## src/rtl/vic_pkg.sv

```systemverilog
package vic_pkg;

    localparam int NUM_LINES = 32;
    localparam int DATA_W    = 32;
    localparam int ADDR_W    = 5;
    localparam int IDX_W     = $clog2(NUM_LINES);
    localparam int SEL_W     = 3;

    // Register selector, taken from byte address bits [4:2]
    typedef enum logic [SEL_W-1:0] {
        SEL_STATUS = 3'd0,
        SEL_PEND   = 3'd1,
        SEL_ENABLE = 3'd2,
        SEL_ACK    = 3'd3,
        SEL_ENSET  = 3'd4,
        SEL_ENCLR  = 3'd5,
        SEL_VECTOR = 3'd6,
        SEL_CTRL   = 3'd7
    } reg_sel_e;

    // Control register: bit 1 gates the output wire, bit 0 gates the controller
    typedef struct packed {
        logic out_on;
        logic core_on;
    } ctrl_t;

    typedef struct packed {
        logic             valid;
        logic [IDX_W-1:0] idx;
    } vec_t;

    function automatic reg_sel_e decode_sel(input logic [ADDR_W-1:0] a);
        return reg_sel_e'(a[ADDR_W-1:2]);
    endfunction

endpackage

```

## src/rtl/vic_capture.sv

```systemverilog
module vic_capture
    import vic_pkg::*;
#(
    parameter int                   N          = NUM_LINES,
    parameter logic [NUM_LINES-1:0] EDGE_LINES = '0
) (
    input  logic         clk,
    input  logic         rst,
    input  logic [N-1:0] req_in,
    input  logic [N-1:0] ack_mask,
    output logic [N-1:0] status
);

    logic [N-1:0] hit;

    for (genvar i = 0; i < N; i++) begin : g_line
        if (EDGE_LINES[i]) begin : g_edge
            logic prev_q;
            always_ff @(posedge clk) begin
                if (rst) prev_q <= 1'b0;
                else     prev_q <= req_in[i];
            end
            assign hit[i] = req_in[i] & ~prev_q;
        end else begin : g_level
            assign hit[i] = req_in[i];
        end

        always_ff @(posedge clk) begin
            if (rst)              status[i] <= 1'b0;
            else if (ack_mask[i]) status[i] <= 1'b0;
            else if (hit[i])      status[i] <= 1'b1;
        end
    end

    // acknowledged bits are clear in the cycle after the acknowledge
    a_r4_ack_clears: assert property (@(posedge clk) disable iff (rst)
        (ack_mask != '0) |=> ((status & $past(ack_mask)) == '0));

    // a latched bit stays latched unless acknowledged
    a_r2_sticky: assert property (@(posedge clk) disable iff (rst)
        (ack_mask == '0) |=> ((status & $past(status)) == $past(status)));

endmodule

```

## src/rtl/vic_prio.sv

```systemverilog
module vic_prio
    import vic_pkg::*;
#(
    parameter int N = NUM_LINES
) (
    input  logic [N-1:0] pend,
    output vec_t         vec
);

    always_comb begin
        vec = '0;
        for (int i = N - 1; i >= 0; i--) begin
            if (pend[i]) begin
                vec.valid = 1'b1;
                vec.idx   = IDX_W'(i);
            end
        end
    end

    // the chosen index is pending and no lower index is
    always_comb begin
        logic [N-1:0] below;
        below = '0;
        for (int i = 0; i < N; i++) below[i] = (IDX_W'(i) < vec.idx);
        if (vec.valid)
            a_r8_lowest: assert (pend[vec.idx] && ((pend & below) == '0));
        else
            a_r8_empty: assert (pend == '0);
    end

endmodule

```

## src/rtl/irq_vector_ctrl.sv

```systemverilog
module irq_vector_ctrl
    import vic_pkg::*;
#(
    parameter logic [NUM_LINES-1:0] EDGE_LINES = '0
) (
    input  logic              clk,
    input  logic              rst,
    input  logic [ADDR_W-1:0] addr,
    input  logic              wr_en,
    input  logic [DATA_W-1:0] wdata,
    input  logic              rd_en,
    output logic [DATA_W-1:0] rdata,
    input  logic [NUM_LINES-1:0] irq_in,
    output logic              irq_out
);

    reg_sel_e             sel;
    logic                 unused_addr_lsbs;
    logic [NUM_LINES-1:0] status;
    logic [NUM_LINES-1:0] enable_q;
    logic [NUM_LINES-1:0] pend;
    logic [NUM_LINES-1:0] ack_mask;
    ctrl_t                ctrl_q;
    vec_t                 vec;

    assign sel              = decode_sel(addr);
    assign unused_addr_lsbs = ^addr[1:0];
    assign ack_mask         = (wr_en && sel == SEL_ACK) ? wdata[NUM_LINES-1:0] : '0;

    vic_capture #(.N(NUM_LINES), .EDGE_LINES(EDGE_LINES)) u_capture (
        .clk      (clk),
        .rst      (rst),
        .req_in   (irq_in),
        .ack_mask (ack_mask),
        .status   (status)
    );

    assign pend = status & enable_q;

    vic_prio #(.N(NUM_LINES)) u_prio (
        .pend (pend),
        .vec  (vec)
    );

    always_ff @(posedge clk) begin
        if (rst) begin
            enable_q <= '0;
            ctrl_q   <= '0;
        end else if (wr_en) begin
            unique case (sel)
                SEL_ENABLE: enable_q <= wdata[NUM_LINES-1:0];
                SEL_ENSET:  enable_q <= enable_q | wdata[NUM_LINES-1:0];
                SEL_ENCLR:  enable_q <= enable_q & ~wdata[NUM_LINES-1:0];
                SEL_CTRL:   ctrl_q   <= ctrl_t'(wdata[1:0]);
                default: ;
            endcase
        end
    end

    always_comb begin
        rdata = '0;
        if (rd_en) begin
            unique case (sel)
                SEL_STATUS: rdata = DATA_W'(status);
                SEL_PEND:   rdata = DATA_W'(pend);
                SEL_ENABLE: rdata = DATA_W'(enable_q);
                SEL_VECTOR: rdata = vec.valid ? DATA_W'(vec.idx) : '1;
                SEL_CTRL:   rdata = DATA_W'(ctrl_q);
                default:    rdata = '0;
            endcase
        end
    end

    assign irq_out = ctrl_q.core_on & ctrl_q.out_on & vec.valid;

    // set-enable turns on the written bits and keeps the others
    a_r5_set_enable: assert property (@(posedge clk) disable iff (rst)
        (wr_en && sel == SEL_ENSET) |=>
            ((enable_q & $past(wdata)) == $past(wdata)) &&
            ((enable_q & ~$past(wdata)) == ($past(enable_q) & ~$past(wdata))));

    // clear-enable turns off the written bits and keeps the others
    a_r6_clr_enable: assert property (@(posedge clk) disable iff (rst)
        (wr_en && sel == SEL_ENCLR) |=>
            ((enable_q & $past(wdata)) == '0) &&
            ((enable_q & ~$past(wdata)) == ($past(enable_q) & ~$past(wdata))));

    // reset leaves enable and control cleared
    a_r10_reset: assert property (@(posedge clk)
        rst |=> (enable_q == '0 && ctrl_q == '0));

    // the output never rises while the controller is gated off
    a_r9_gated: assert property (@(posedge clk) disable iff (rst)
        (ctrl_q != 2'b11) |-> !irq_out);

    // no register changes on a write to a read-only address
    a_r11_read_only: assert property (@(posedge clk) disable iff (rst)
        (wr_en && (sel == SEL_STATUS || sel == SEL_PEND || sel == SEL_VECTOR)) |=>
            ($stable(enable_q) && $stable(ctrl_q)));

endmodule

```

## config.mk

```make
export PLATFORM = sky130hd
export DESIGN_NAME = irq_vector_ctrl
export DESIGN_NICKNAME = d
export VERILOG_FILES = /design/src/rtl/vic_pkg.sv /design/src/rtl/vic_capture.sv /design/src/rtl/vic_prio.sv /design/src/rtl/irq_vector_ctrl.sv
export SDC_FILE = /design/constraint.sdc
export NUM_CORES = 1
export LEC_CHECK = 0
export BUFFER_PORTS_ARGS = -buffer_cell sky130_fd_sc_hd__clkbuf_2
export CAP_MARGIN = 20
export CELL_PAD_IN_SITES_DETAIL_PLACEMENT = 2
export CELL_PAD_IN_SITES_GLOBAL_PLACEMENT = 2
export CORE_MARGIN = 2
export CORE_UTILIZATION = 32
export CTS_CLUSTER_SIZE = 24
export DETAILED_ROUTE_END_ITERATION = 7
export HOLD_SLACK_MARGIN = 0.05
export PLACE_DENSITY_LB_ADDON = 0.1
export SETUP_SLACK_MARGIN = 0.5
export SLEW_MARGIN = 20
export SYNTH_ARGS = -nofsm -noshare
export SYNTH_HDL_FRONTEND = slang
export SYNTH_SLANG_ARGS = --single-unit
```

## constraint.sdc

```tcl
create_clock -name clk -period 3.6 [get_ports clk]
set_input_delay 0.36 -clock clk [delete_from_list [all_inputs] [get_ports clk]]
set_output_delay 0.36 -clock clk [all_outputs]
set_load 0.1 [all_outputs]
```

Word level (Yosys, flattened, before mapping)
Cells that the tools add are included.
- bits in registers: 66
- input bits: 73
- output and inout port bits: 33
- logic and storage cells: 122
- equal/unequal tests: 7
- muxes and demuxes: 37
- bitwise logic cells: 6
- reductions and logical operators: 37
- operator list (cell ; number):
    6-bit 2-to-1 mux ; 32
    32-bit one-hot mux with 5 select lines ; 1
    32-bit 2-to-1 mux ; 3
    32-bit one-hot mux with 3 select lines ; 1
    32-bit AND ; 2
    2-bit OR reduction ; 32
    32-bit NOT ; 1
    32-bit bitwise OR ; 1
    3-bit == test, second input constant ; 4
    3-bit by 2-bit == test with 1-bit output, second input constant ; 2
    2-bit AND reduction ; 2
    3-bit by 1-bit == test with 1-bit output, second input constant ; 1
    3-bit logical NOT ; 1
    3-bit nonzero test ; 1
    1-bit AND ; 2
    1-bit logical AND ; 1

Logic depth before layout (Yosys ltp)
Gate-level depths: netlist of run 1.
- word-level depth: 36
- mapped depth: 9
- mapped depth without buffers: 6

By module
Synthesis of run 1 repeated with hierarchy kept, for this count alone.
- cell total of the unflattened synthesis: 587
- area total of the unflattened synthesis: 4750.8 µm²
- by module, submodules not included (module ; instances ; cells an instance ; area an instance (µm²) ; sequential area each (µm²)):
    irq_vector_ctrl ; 1 ; 423 ; 3259.4 ; 680.7
    vic_capture ; 1 ; 99 ; 1123.6 ; 640.6
    vic_prio ; 1 ; 65 ; 367.9 ; 0.0

Least setup slack after synthesis of run 1
Ideal clock, no wire load.
- path kind: in2out
- start: input addr[3]
- end: output rdata[1]
- data arrival time: 3.050 ns
- required time: 3.240 ns
- path slack: 0.190 ns
- cell stages on the path: 8
- path buffers: 2
- cell sequence: buf_4 and2b_1 buf_6 and4_4 nand2_2 nor4_4 o31ai_1 a21oi_1
- longest elaborated chain between the ends: 3
- elaborated cells on any way between the ends: 7
- ends and longest elaborated chain (item ; line ; text):
    start, declared ; irq_vector_ctrl.sv:8 ; input logic [ADDR_W-1:0] addr,
    3-bit == test, or another cell as far along ; irq_vector_ctrl.sv:63 ; unique case (sel)
    32-bit one-hot mux with 5 select lines * ; irq_vector_ctrl.sv:63 ;
    32-bit 2-to-1 mux * ; irq_vector_ctrl.sv:62 ; if (rd_en) begin
    end, declared ; irq_vector_ctrl.sv:12 ; output logic [DATA_W-1:0] rdata,
Every way passes the cells marked *; elsewhere a longest branch is shown, timed or not.

Final worst setup path of run 1
- start: register enable_q[6]
- end: output rdata[18]
- longest elaborated chain between the ends: 11
- ends and longest elaborated chain (item ; line ; text):
    start, declared ; irq_vector_ctrl.sv:20 ; logic [NUM_LINES-1:0] enable_q;
    start signal, assigned ; irq_vector_ctrl.sv:51 ; SEL_ENABLE: enable_q <= wdata[NUM_LINES-1:0];
    start signal, assigned ; irq_vector_ctrl.sv:52 ; SEL_ENSET: enable_q <= enable_q | wdata[NUM_LINES-1:0];
    start signal, assigned ; irq_vector_ctrl.sv:53 ; SEL_ENCLR: enable_q <= enable_q & ~wdata[NUM_LINES-1:0];
    32-bit AND ; irq_vector_ctrl.sv:38 ; assign pend = status & enable_q;
    6-bit 2-to-1 mux (7 in a row) ; vic_prio.sv:13 ; if (pend[i]) begin
    32-bit 2-to-1 mux ; irq_vector_ctrl.sv:67 ; SEL_VECTOR: rdata = vec.valid ? DATA_W'(vec.idx) : '1;
    32-bit one-hot mux with 5 select lines ; irq_vector_ctrl.sv:63 ;
    32-bit 2-to-1 mux ; irq_vector_ctrl.sv:62 ;
Every way passes these cells.

==> results.cfg, run 1 <==
[drt]
drc = 0
drtPass1Iterations = 4
viasPerCell = 5.918
detail_route.iter0.violations = 238
wl_um = 16030
postRouteAntennaNets = 0
routedWlPerCell_um = 20.85
vias = 4551

[power_and_ir_drop]
total_switching_power_uw = 698.9
power.ir.vdd_worst_v = 0.0003591
sequentialPowerShare_pct = 39.0
switching_share_pct = 32.74
intPower_uw = 1436
leakagePower_uw = 0.002032
power_density_mw_per_mm2 = 395.4
share_clk_of_total_power_pct = 38.0
combinationalPowerShare_pct = 23.0
total_power_uw = 2135

[timing]
rsz_0062_raised_after_global_routing = false
timing.max_slew.rel_slack_pct = 31.58
final.period_utilization_pct = 79.96
fin_worst_skew_ps = 0
final_setup_violations = 0
worst_slew_pin_slew_ps = 1026
finalSetupTns_ps = 0
slew_violations = 0
hold_violations = 0
achievable-frequency_mhz = 347.4
postLayoutSetupSlackWorst_ps = 721.5
timing.final.crit_period_ps = 2878

[global_route]
grt_max_degree = 46
grt_first_pass_wirelength_um = 26590
use_met2_pct = 45.57
grt_use_met1_pct = 30.83
grt.total_usage_pct = 25.82
grt_busiest_layer = met2
antenna_found_initial = 0
globalRouteMet3Util_pct = 5.482
remaining_overflow_grt = 0
first_global_vias = 4993

[critical_path]
cpPeakStageDelay_ps = 340
cp-start-kind = flop
crit_path_cell_trace = a22oi_1 > nor2b_1 > nand3_1 > nor3_2 > nand2_4 > a21oi_1 > buf_12
cp_slowest_cell = dfxtp_1
cp.arrival_ps = 2520
type_of_the_setup_path_with_the_least_slack = reg2out
setup.worst_path.end_class = output pin
worst-path-max-fanout = 14
cp.required_ps = 3240

[die]
core_footprint_mm2 = 0.01201
floorplan.initialDensity_pct = 32.76
core.rowCount = 40
die_w_um = 114.9
die_h_um = 114.9
fp.dieArea_mm2 = 0.01320
num_io_pins = 106

[clock_network]
worst_skew_pair.late_latency_ps = 340
cts_max_path_buffers = 2
h-tree-depth = 3
worst_setup_hold_path_clk_slew_ps = 50
clock-sinks = 66
cts-root-buf = clkbuf_16
cts_tree = yes
cts-buffers-inserted = 9

[synth]
post_synth_inst_count = 526
syn-num-nets = 599
ys_seq_elements = 66
top_cells_by_area_synth = dfxtp_1 (34%), nor2_1 (11%), a22oi_1 (7.1%), a211oi_1 (6.5%), o21ai_0 (5.9%)
synthesis.area_mm2 = 0.003935
synthArstFlopShare_pct = 0
synthesis.yosys.warnings = 0
yosysTopAreaCell = dfxtp_1
syn-mean-instance-area_um2 = 7.481
synthDistinctLibCells = 44
synth_sequential_area_ratio_pct = 33.58
synth_ff_type = dfxtp_1
synth_top_area_share_pct = 33.58
synth_edf_count = 0

[placed_design]
pre_cts_ws_ps = 709.7
dp_hpwl_um = 11610
gp_routability_congestion = 0.8213
buffer_ports.inserted = 103
placement.cell_area_mm2 = 0.005111

[final_layout]
flow.area_growth_from_synthesis_pct = 37.23
layout-drive-gt1-share_pct = 26.05
post-route-util_pct = 44.96
post_route_cell_area_mm2 = 0.005400
num_antenna_cells = 0
fin_nets = 690

[status]
status = finished, final reports clean

[min_path]
hold_class = in2reg

[flow_run]
cap_violations = 0
-- power groups by stage --
| stage | combinational [µW] | sequential, µW | clock (µW) |
|---|---|---|---|
| 2_1_floorplan | 307 | 825 | 0 |
| 4_1_cts | 493 | 832 | 825 |
| 3_5_place_dp | 486 | 847 | 0 |
| 6_report | 491 | 833 | 810 |
| 5_1_grt | 535 | 841 | 859 |
| 3_3_place_gp | 466 | 842 | 0 |
-- what timing repair did --
action | 4_1_cts | 5_1_grt
pin swaps | 0 | 1
setup buffers | 0 | 1
endpoints found under the setup margin | 14 | 22
gates resized for setup | 2 | 2
hold buffers | 0 | 0
-- cells in the mapped netlist, types with 4 or more instances --
cell	count
nor2_1	117
dfxtp_1	66
o21ai_0	46
a22oi_1	37
nand2_1	36
a211oi_1	34
clkbuf_1	33
a32oi_1	23
nand2b_1	23
a21oi_1	17
nor2b_1	14
a21o_1	11
a22o_1	10
a32o_1	4
buf_4	4
nor3_1	4
o211ai_1	4
-- worst paths after layout --
path	startpoint	end	slack, ps	cells after the start
setup reg to reg	u_capture.status[25]	u_capture.status[25]	2740	2
setup / recovery	enable_q[6]	rdata[18]	720	7
hold / removal	wdata[14]	u_capture.status[14]	220	2
hold reg to reg	u_capture.status[8]	u_capture.status[8]	550	2
-- metal layers --
metal | up-vias | share of wire, %
li1 | 2123 | -
met1 | 2297 | 42
met2 | 101 | 52
met3 | 30 | 4.0
met4 | 0 | 2.3
met5 | - | 0
-- through the flow --
step / cells / hold slack [ps]
floorplan: 526 / 455.6
global placement: 752 / 512.8
detailed placement: 752 / 540.7
CTS: 768 / 217.4
global route: 769 / 233.5
finish: 769 / 224.0
-- registers in the layout (all words and copies together) (netlist names) --
name	count
enable_q	32
ctrl_q	2
u_capture.status	32
-- logic make-up after synthesis --
| family | synth area share, % |
|---|---|
| buffers and inverters | 4.897 |
| flip-flops | 33.58 |
| AND/OR/NAND/NOR | 24.04 |
| multiplexers | 0.5088 |
| AO/OA/AOI/OAI | 36.98 |
-- critical path, delay by kind of cell (launching register included) --
family                 cells  cell delay, ps
and+or+nand+nor            4            1000
DFF                        1             340
buffers and inverters      1             220
AOI/OAI and AO/OA          2             610
-- cell usage in the layout, fill, tap and decap left out, drive strengths merged, types with 2 or more instances in the layout --
cell type,n
a22o,10
dfxtp,66
a32oi,23
a21oi,17
nand3,2
and2,4
o31ai,2
nor4,2
o22a,2
buf,49
clkinv,3
nand2b,23
nor3,4
inv,3
o211ai,4
mux2i,2
nand2,37
o2111ai,2
o21ai,46
clkbuf,84
a21o,11
a22oi,38
a221oi,3
a211oi,34
or2,2
a32o,4
a31oi,3
nor2,117
nor2b,14
a41oi,3
-- area by class of cell --
class | count | area [µm²]
Fill cell | 1374 | 6611
Multi-Input combinational cell | 417 | 2495
Sequential cell | 66 | 1321
Timing Repair Buffer | 120 | 1124
Clock buffer | 13 | 250.2
Tap cell | 147 | 183.9
Clock inverter | 3 | 15.01
Inverter | 3 | 11.26
Note: power is estimated with default switching activity, not from simulation.
==> run 2, diff against run 1 <==
Settings changed: CORE_UTILIZATION 32 to 29.
Clock period 3.6 ns to 2.9 ns, I/O delays scaled along.
==> run 2 against run 1 <==
  * Non-clock buffer count increased by 17
  * Setup slack got worse by 480 ps
  * Clock-buffer cell count unchanged
  * Via count increased by 2.8%
  * Core utilization increased by 0.77 points
  * Critical path depth increased by 1
  * First-iteration DRC count decreased by 15%
  * Clock skew unchanged
  * Register-to-register slack got worse by 870 ps
  * Clock power increased by 23%
==> results.cfg, run 2 (synthesis gave the netlist of run 1 again) <==
[status]
status = finished, final reports clean

[power_and_ir_drop]
intPower_uw = 1852
leakagePower_uw = 0.002218
combinationalPowerShare_pct = 26.4
power_density_mw_per_mm2 = 458.2
sequentialPowerShare_pct = 37.6
total_switching_power_uw = 922.4
switching_share_pct = 33.24
power.ir.vdd_worst_v = 0.0002277
share_clk_of_total_power_pct = 36.0

[die]
floorplan.initialDensity_pct = 29.71
die_h_um = 120.5
core.rowCount = 42
num_io_pins = 106
core_footprint_mm2 = 0.01324
die_w_um = 120.5
fp.dieArea_mm2 = 0.01452

[min_path]
hold_class = in2reg

[drt]
wl_um = 18070
viasPerCell = 5.760
postRouteAntennaNets = 0
drtPass1Iterations = 4
detail_route.iter0.violations = 202
routedWlPerCell_um = 22.25
drc = 0
vias = 4677

[critical_path]
setup.worst_path.end_class = output pin
worst-path-max-fanout = 5
type_of_the_setup_path_with_the_least_slack = reg2out
cp-start-kind = flop
cp.arrival_ps = 2360
cp.required_ps = 2610

[global_route]
grt.total_usage_pct = 23.74
grt_first_pass_wirelength_um = 26970
antenna_found_initial = 0
grt_max_degree = 38
first_global_vias = 5002
remaining_overflow_grt = 0

[clock_network]
cts-root-buf = clkbuf_16
clock-sinks = 66
cts-buffers-inserted = 9
worst_setup_hold_path_clk_slew_ps = 50
cts-hold-fix-buffers = 0
h-tree-depth = 3
worst_skew_pair.late_latency_ps = 340
cts_max_path_buffers = 2
cts_tree = yes

[flow_run]
cap_violations = 0

[timing]
final_setup_violations = 0
final.period_utilization_pct = 91.51
rsz_0062_raised_after_global_routing = true
timing.final.crit_period_ps = 2654
hold_violations = 0
postLayoutSetupSlackWorst_ps = 246.2
slew_violations = 0
finalSetupTns_ps = 0
timing.max_slew.rel_slack_pct = 51.28
worst_slew_pin_slew_ps = 730.8
achievable-frequency_mhz = 376.8
fin_worst_skew_ps = 0

[final_layout]
flow.area_growth_from_synthesis_pct = 53.90
num_antenna_cells = 0
largestRegisters = enable_q (32), u_capture.status (32), ctrl_q (2)
fin_nets = 707
layout_commonest_cell = nor2_1
layout-drive-gt1-share_pct = 36.01
final_cell_mix = nor2_1 (90), clkbuf_2 (70), dfxtp_1 (55)

[placed_design]
dp_hpwl_um = 11950
gp_routability_congestion = 0.8233
pre_cts_ws_ps = 357.1
buffer_ports.inserted = 103
[run 2: worst max-delay path: stages, from the launching register on]
cell and delay [ps]:
dfxtp_4 360, a22o_4 280, a221oi_4 260, nand3_4 180
nor4_4 230, buf_6 190, o31ai_4 60, a21oi_2 250
buf_12 210
[run 2: worst paths after layout]
path / start / to / slack [ps] / cells past startpoint
max: enable_q[26] / rdata[1] / 250 / 8
min: wdata[27] / u_capture.status[27] / 160 / 2
max reg2reg: u_capture.status[31] / u_capture.status[31] / 1870 / 4
min reg2reg: u_capture.status[0] / u_capture.status[0] / 540 / 2
[run 2: power groups by stage]
| stage | Combinational [µW] | Sequential, µW | Clock (µW) |
|---|---|---|---|
| after floorplan | 414 | 1020 | 0 |
| after global placement | 621 | 1050 | 0 |
| after detailed placement | 643 | 1050 | 0 |
| after CTS | 674 | 1040 | 1020 |
| after global routing | 779 | 1050 | 1070 |
| final | 733 | 1040 | 998 |
[run 2: what timing repair did]
item	CTS	global route
gates resized for setup	25	54
setup endpoints to repair	31	33
buffers inserted	6	8
cloned	0	1
pin swaps	14	23
[run 2: through the flow]
step | utilization, % | hold slack, ps | power [µW] | instances | cell area, µm²
after floorplan | - | 385.6 | 1438 | 526 | 4183
after global routing | 45.73 | 160.9 | 2896 | 812 | 6056
after global placement | 40.58 | 503.1 | 1666 | 784 | 5374
final | 45.73 | 159.1 | 2775 | 812 | 6056
after CTS | 43.69 | 155.3 | 2735 | 803 | 5786
after detailed placement | 40.58 | 513.1 | 1696 | 784 | 5374
[run 2: cell type report]
class / instances / area [µm²]
clock buffers: 13 / 260.3
repair buffers: 137 / 1314
well taps: 176 / 220.2
flip-flops and latches: 66 / 1343
inverters: 3 / 11.26
fillers: 1442 / 7187
multi-input cells: 417 / 2908
[run 2: per-layer routing]
metal / up-vias / global-route usage, % / routed length, µm
li1: 2156 / - / -
met1: 2385 / 29.62 / 7840
met2: 110 / 41.81 / 9162
met3: 26 / 3.255 / 638
met4: 0 / 8.067 / 429
met5: - / 0 / 0
==> run 3, diff against run 2 <==
Settings changed: CORE_UTILIZATION 29 to 32, SYNTH_HIERARCHICAL set to 1.
==> run 3 against run 2 <==
  * The run now ends with setup timing left
  * Synthesized cell count is 12% higher
  * Via count up 6.6%
  * Setup slack got worse by 460 ps
  * Cell area is 14% higher
  * Fmax shrank 15%
  * Critical path type unchanged
  * Critical endpoint is now rdata[18]
  * Largest cell class unchanged
  * Largest power group is now clock
==> results.cfg, run 3 <==
[drt]
met2_length_um = 10180
detail_route.iter0.violations = 234
postRouteAntennaNets = 0
drtPass1Iterations = 4
wl_um = 19200
met3_wirelength_um = 489
drc = 0
routedLengthMet1_um = 8321
vias = 4985
routedWlPerCell_um = 21.69
viasPerCell = 5.633
top_layer_used = met4

[timing]
achievable-frequency_mhz = 321.4
final_setup_violations = 32
final.period_utilization_pct = 107.3
rsz_0062_raised_after_global_routing = true
fin_worst_skew_ps = 0
hold_violations = 0
postLayoutSetupSlackWorst_ps = -211.5
timing.final.crit_period_ps = 3111
slew_violations = 0
timing.max_slew.rel_slack_pct = 50.62
worst_slew_pin_slew_ps = 740.8
hold-worst-slack_ps = 177.5

[critical_path]
cpPeakStageDelay_ps = 600
setup.worst_path.end_class = output pin
worst-path-buf-inv = 2
type_of_the_setup_path_with_the_least_slack = reg2out
cp-start-kind = flop
critPathMostFrequentCell = buf_12
crit_family = simple AND/OR/NAND/NOR gates
cp.arrival_ps = 2820
cp.required_ps = 2610
rr_startpoint = enable_q[0]
crit_path_cell_trace = and2_1 > nor4_1 > nand4_1 > o21ai_2 > nand3_4 > buf_12 > a21oi_4 > buf_12
cp_slowest_cell = nor4_1
worst-path-max-fanout = 16
setup.worst_path.start = enable_q[0]

[flow_run]
cap_violations = 0

[clock_network]
worst_skew_pair.late_latency_ps = 350
worst_setup_hold_path_clk_slew_ps = 60
h-tree-depth = 3
cts_max_path_buffers = 2
clock-sinks = 66
cts-buffers-inserted = 9
cts-root-buf = clkbuf_16
cts_tree = yes

[final_layout]
final_cell_mix = clkbuf_2 (69), nand2_1 (66), o21ai_0 (64)
fin_nets = 769
filler_cell_count = 1589
largestRegisters = enable_q (32), u_capture/status (32), ctrl_q (2)
post-route-util_pct = 47.69
post_route_cell_area_mm2 = 0.006932
flow.area_growth_from_synthesis_pct = 45.90
layout-drive-gt1-share_pct = 47.36
layout_commonest_cell = clkbuf_2
num_antenna_cells = 0

[die]
die_w_um = 125.8
core_footprint_mm2 = 0.01453
num_io_pins = 106
floorplan.initialDensity_pct = 32.69
fp.dieArea_mm2 = 0.01584
die_h_um = 125.8
core.rowCount = 44

[synth]
cell_types_with_the_highest_counts_after_synthesis = nand2_1 (67), dfxtp_1 (66), and2_1 (65), o21ai_0 (65), nor2_1 (45)
synth_sequential_area_ratio_pct = 27.81
ys_seq_elements = 66
synth_edf_count = 0
synth_top_area_share_pct = 27.81
syn-mean-instance-area_um2 = 8.093
synthArstFlopShare_pct = 0
top_cells_by_area_synth = dfxtp_1 (28%), and2_1 (8.6%), a211oi_2 (7.9%), a22oi_2 (7.9%), o21ai_0 (6.8%)
synthesis.yosys.warnings = 6
synthesis.area_mm2 = 0.004751
synthDistinctLibCells = 45
yosysTopAreaCell = dfxtp_1
synth_most_common_cell = nand2_1
syn-num-nets = 660
synth_ff_type = dfxtp_1
post_synth_inst_count = 587

[power_and_ir_drop]
combinationalPowerShare_pct = 30.4
intPower_uw = 1896
power.ir.vdd_worst_v = 0.0002953
leakagePower_uw = 0.002605
power_density_mw_per_mm2 = 424.4
share_clk_of_total_power_pct = 35.2
switching_share_pct = 35.57
sequentialPowerShare_pct = 34.4
total_switching_power_uw = 1046

[placed_design]
dp_hpwl_um = 12720
buffer_ports.inserted = 103
gp_routability_congestion = 0.7571
placement.cell_area_mm2 = 0.006335

[global_route]
grt_first_pass_wirelength_um = 30320
antenna_found_initial = 0
remaining_overflow_grt = 0
grt.total_usage_pct = 24.08
first_global_vias = 5578
grt_max_degree = 35

[status]
status = complete, but fails checks
violations = setup timing

[min_path]
hp-start = irq_in[28]
hold_class = in2reg
[run 3: cell count changes after synthesis, moves of 18 or more]
cell / delta
nand2_1: +31
a211oi_1: -33
o21ai_0: +19
nor2_1: -72
a21oi_1: +21
a22oi_1: -37
a21o_1: +18
and2_1: +62
a32oi_1: -23
a22oi_2: +29
nand2b_1: -19
nor3_2: +28
a211oi_2: +30
[run 3: area by class of cell]
class                           instances  area, µm²  share of cell area [%]
Clock buffer                           13      250.2                   3.610
Clock inverter                          3      15.01                  0.2166
Inverter                                8      30.03                  0.4332
Multi-Input combinational cell        470       3720                   53.66
Sequential cell                        66       1333                   19.22
Tap cell                              184      230.2                   3.321
Timing Repair Buffer                  141       1354                   19.53
[run 3: power groups by stage]
| stage | registers (µW) | clock network, µW | logic [µW] |
|---|---|---|---|
| 2_1_floorplan | 1010 | 0 | 556 |
| 5_1_grt | 1020 | 1100 | 947 |
| 6_report | 1010 | 1040 | 895 |
| 3_3_place_gp | 1020 | 0 | 797 |
| 4_1_cts | 1010 | 1060 | 874 |
| 3_5_place_dp | 1030 | 0 | 826 |
[run 3: final timing paths]
check	cells after the start	endpoint	slack, ps
worst min register to register	2	ctrl_q[0]	530
worst max-delay path	8	rdata[18]	-210
worst min-delay path	3	u_capture/status[28]	180
worst max register to register	2	enable_q[0]	1940
[run 3: tightest hold or removal path, cell delays in order]
cell,delay (ps)
clkbuf_2,70
nor2_1,40
nor3_2,80
[run 3: timing repair]
item	in CTS	in global routing
gates cloned	0	0
endpoints found under the setup margin	33	33
gates resized for setup	38	15
setup buffers	14	1
pin swaps	18	12
hold buffers	0	0
[run 3: logic make-up after synthesis]
logic type / after synthesis / synth area share [%]
AOI/OAI and AO/OA: 214 / 35.37
buffers and inverters: 51 / 5.873
DFF: 66 / 27.81
muxes: 2 / 0.4214
and+or+nand+nor: 254 / 30.52
[run 3: routing by layer]
metal,vias to the layer above,GRT usage (%)
li1,2337,-
met1,2549,28.54
met2,85,44.99
met3,14,4.545
met4,0,5.301
met5,-,0
[run 3: stage by stage]
step	TNS [ps]	setup slack (ps)	power, µW	cells
final	-5181	-211.5	2942	885
after global placement	0	173.8	1820	853
after global routing	-6463	-325.5	3066	885
after CTS	-600.8	-84.58	2946	883
after floorplan	0	21.15	1567	587
after detailed placement	0	123.7	1854	853
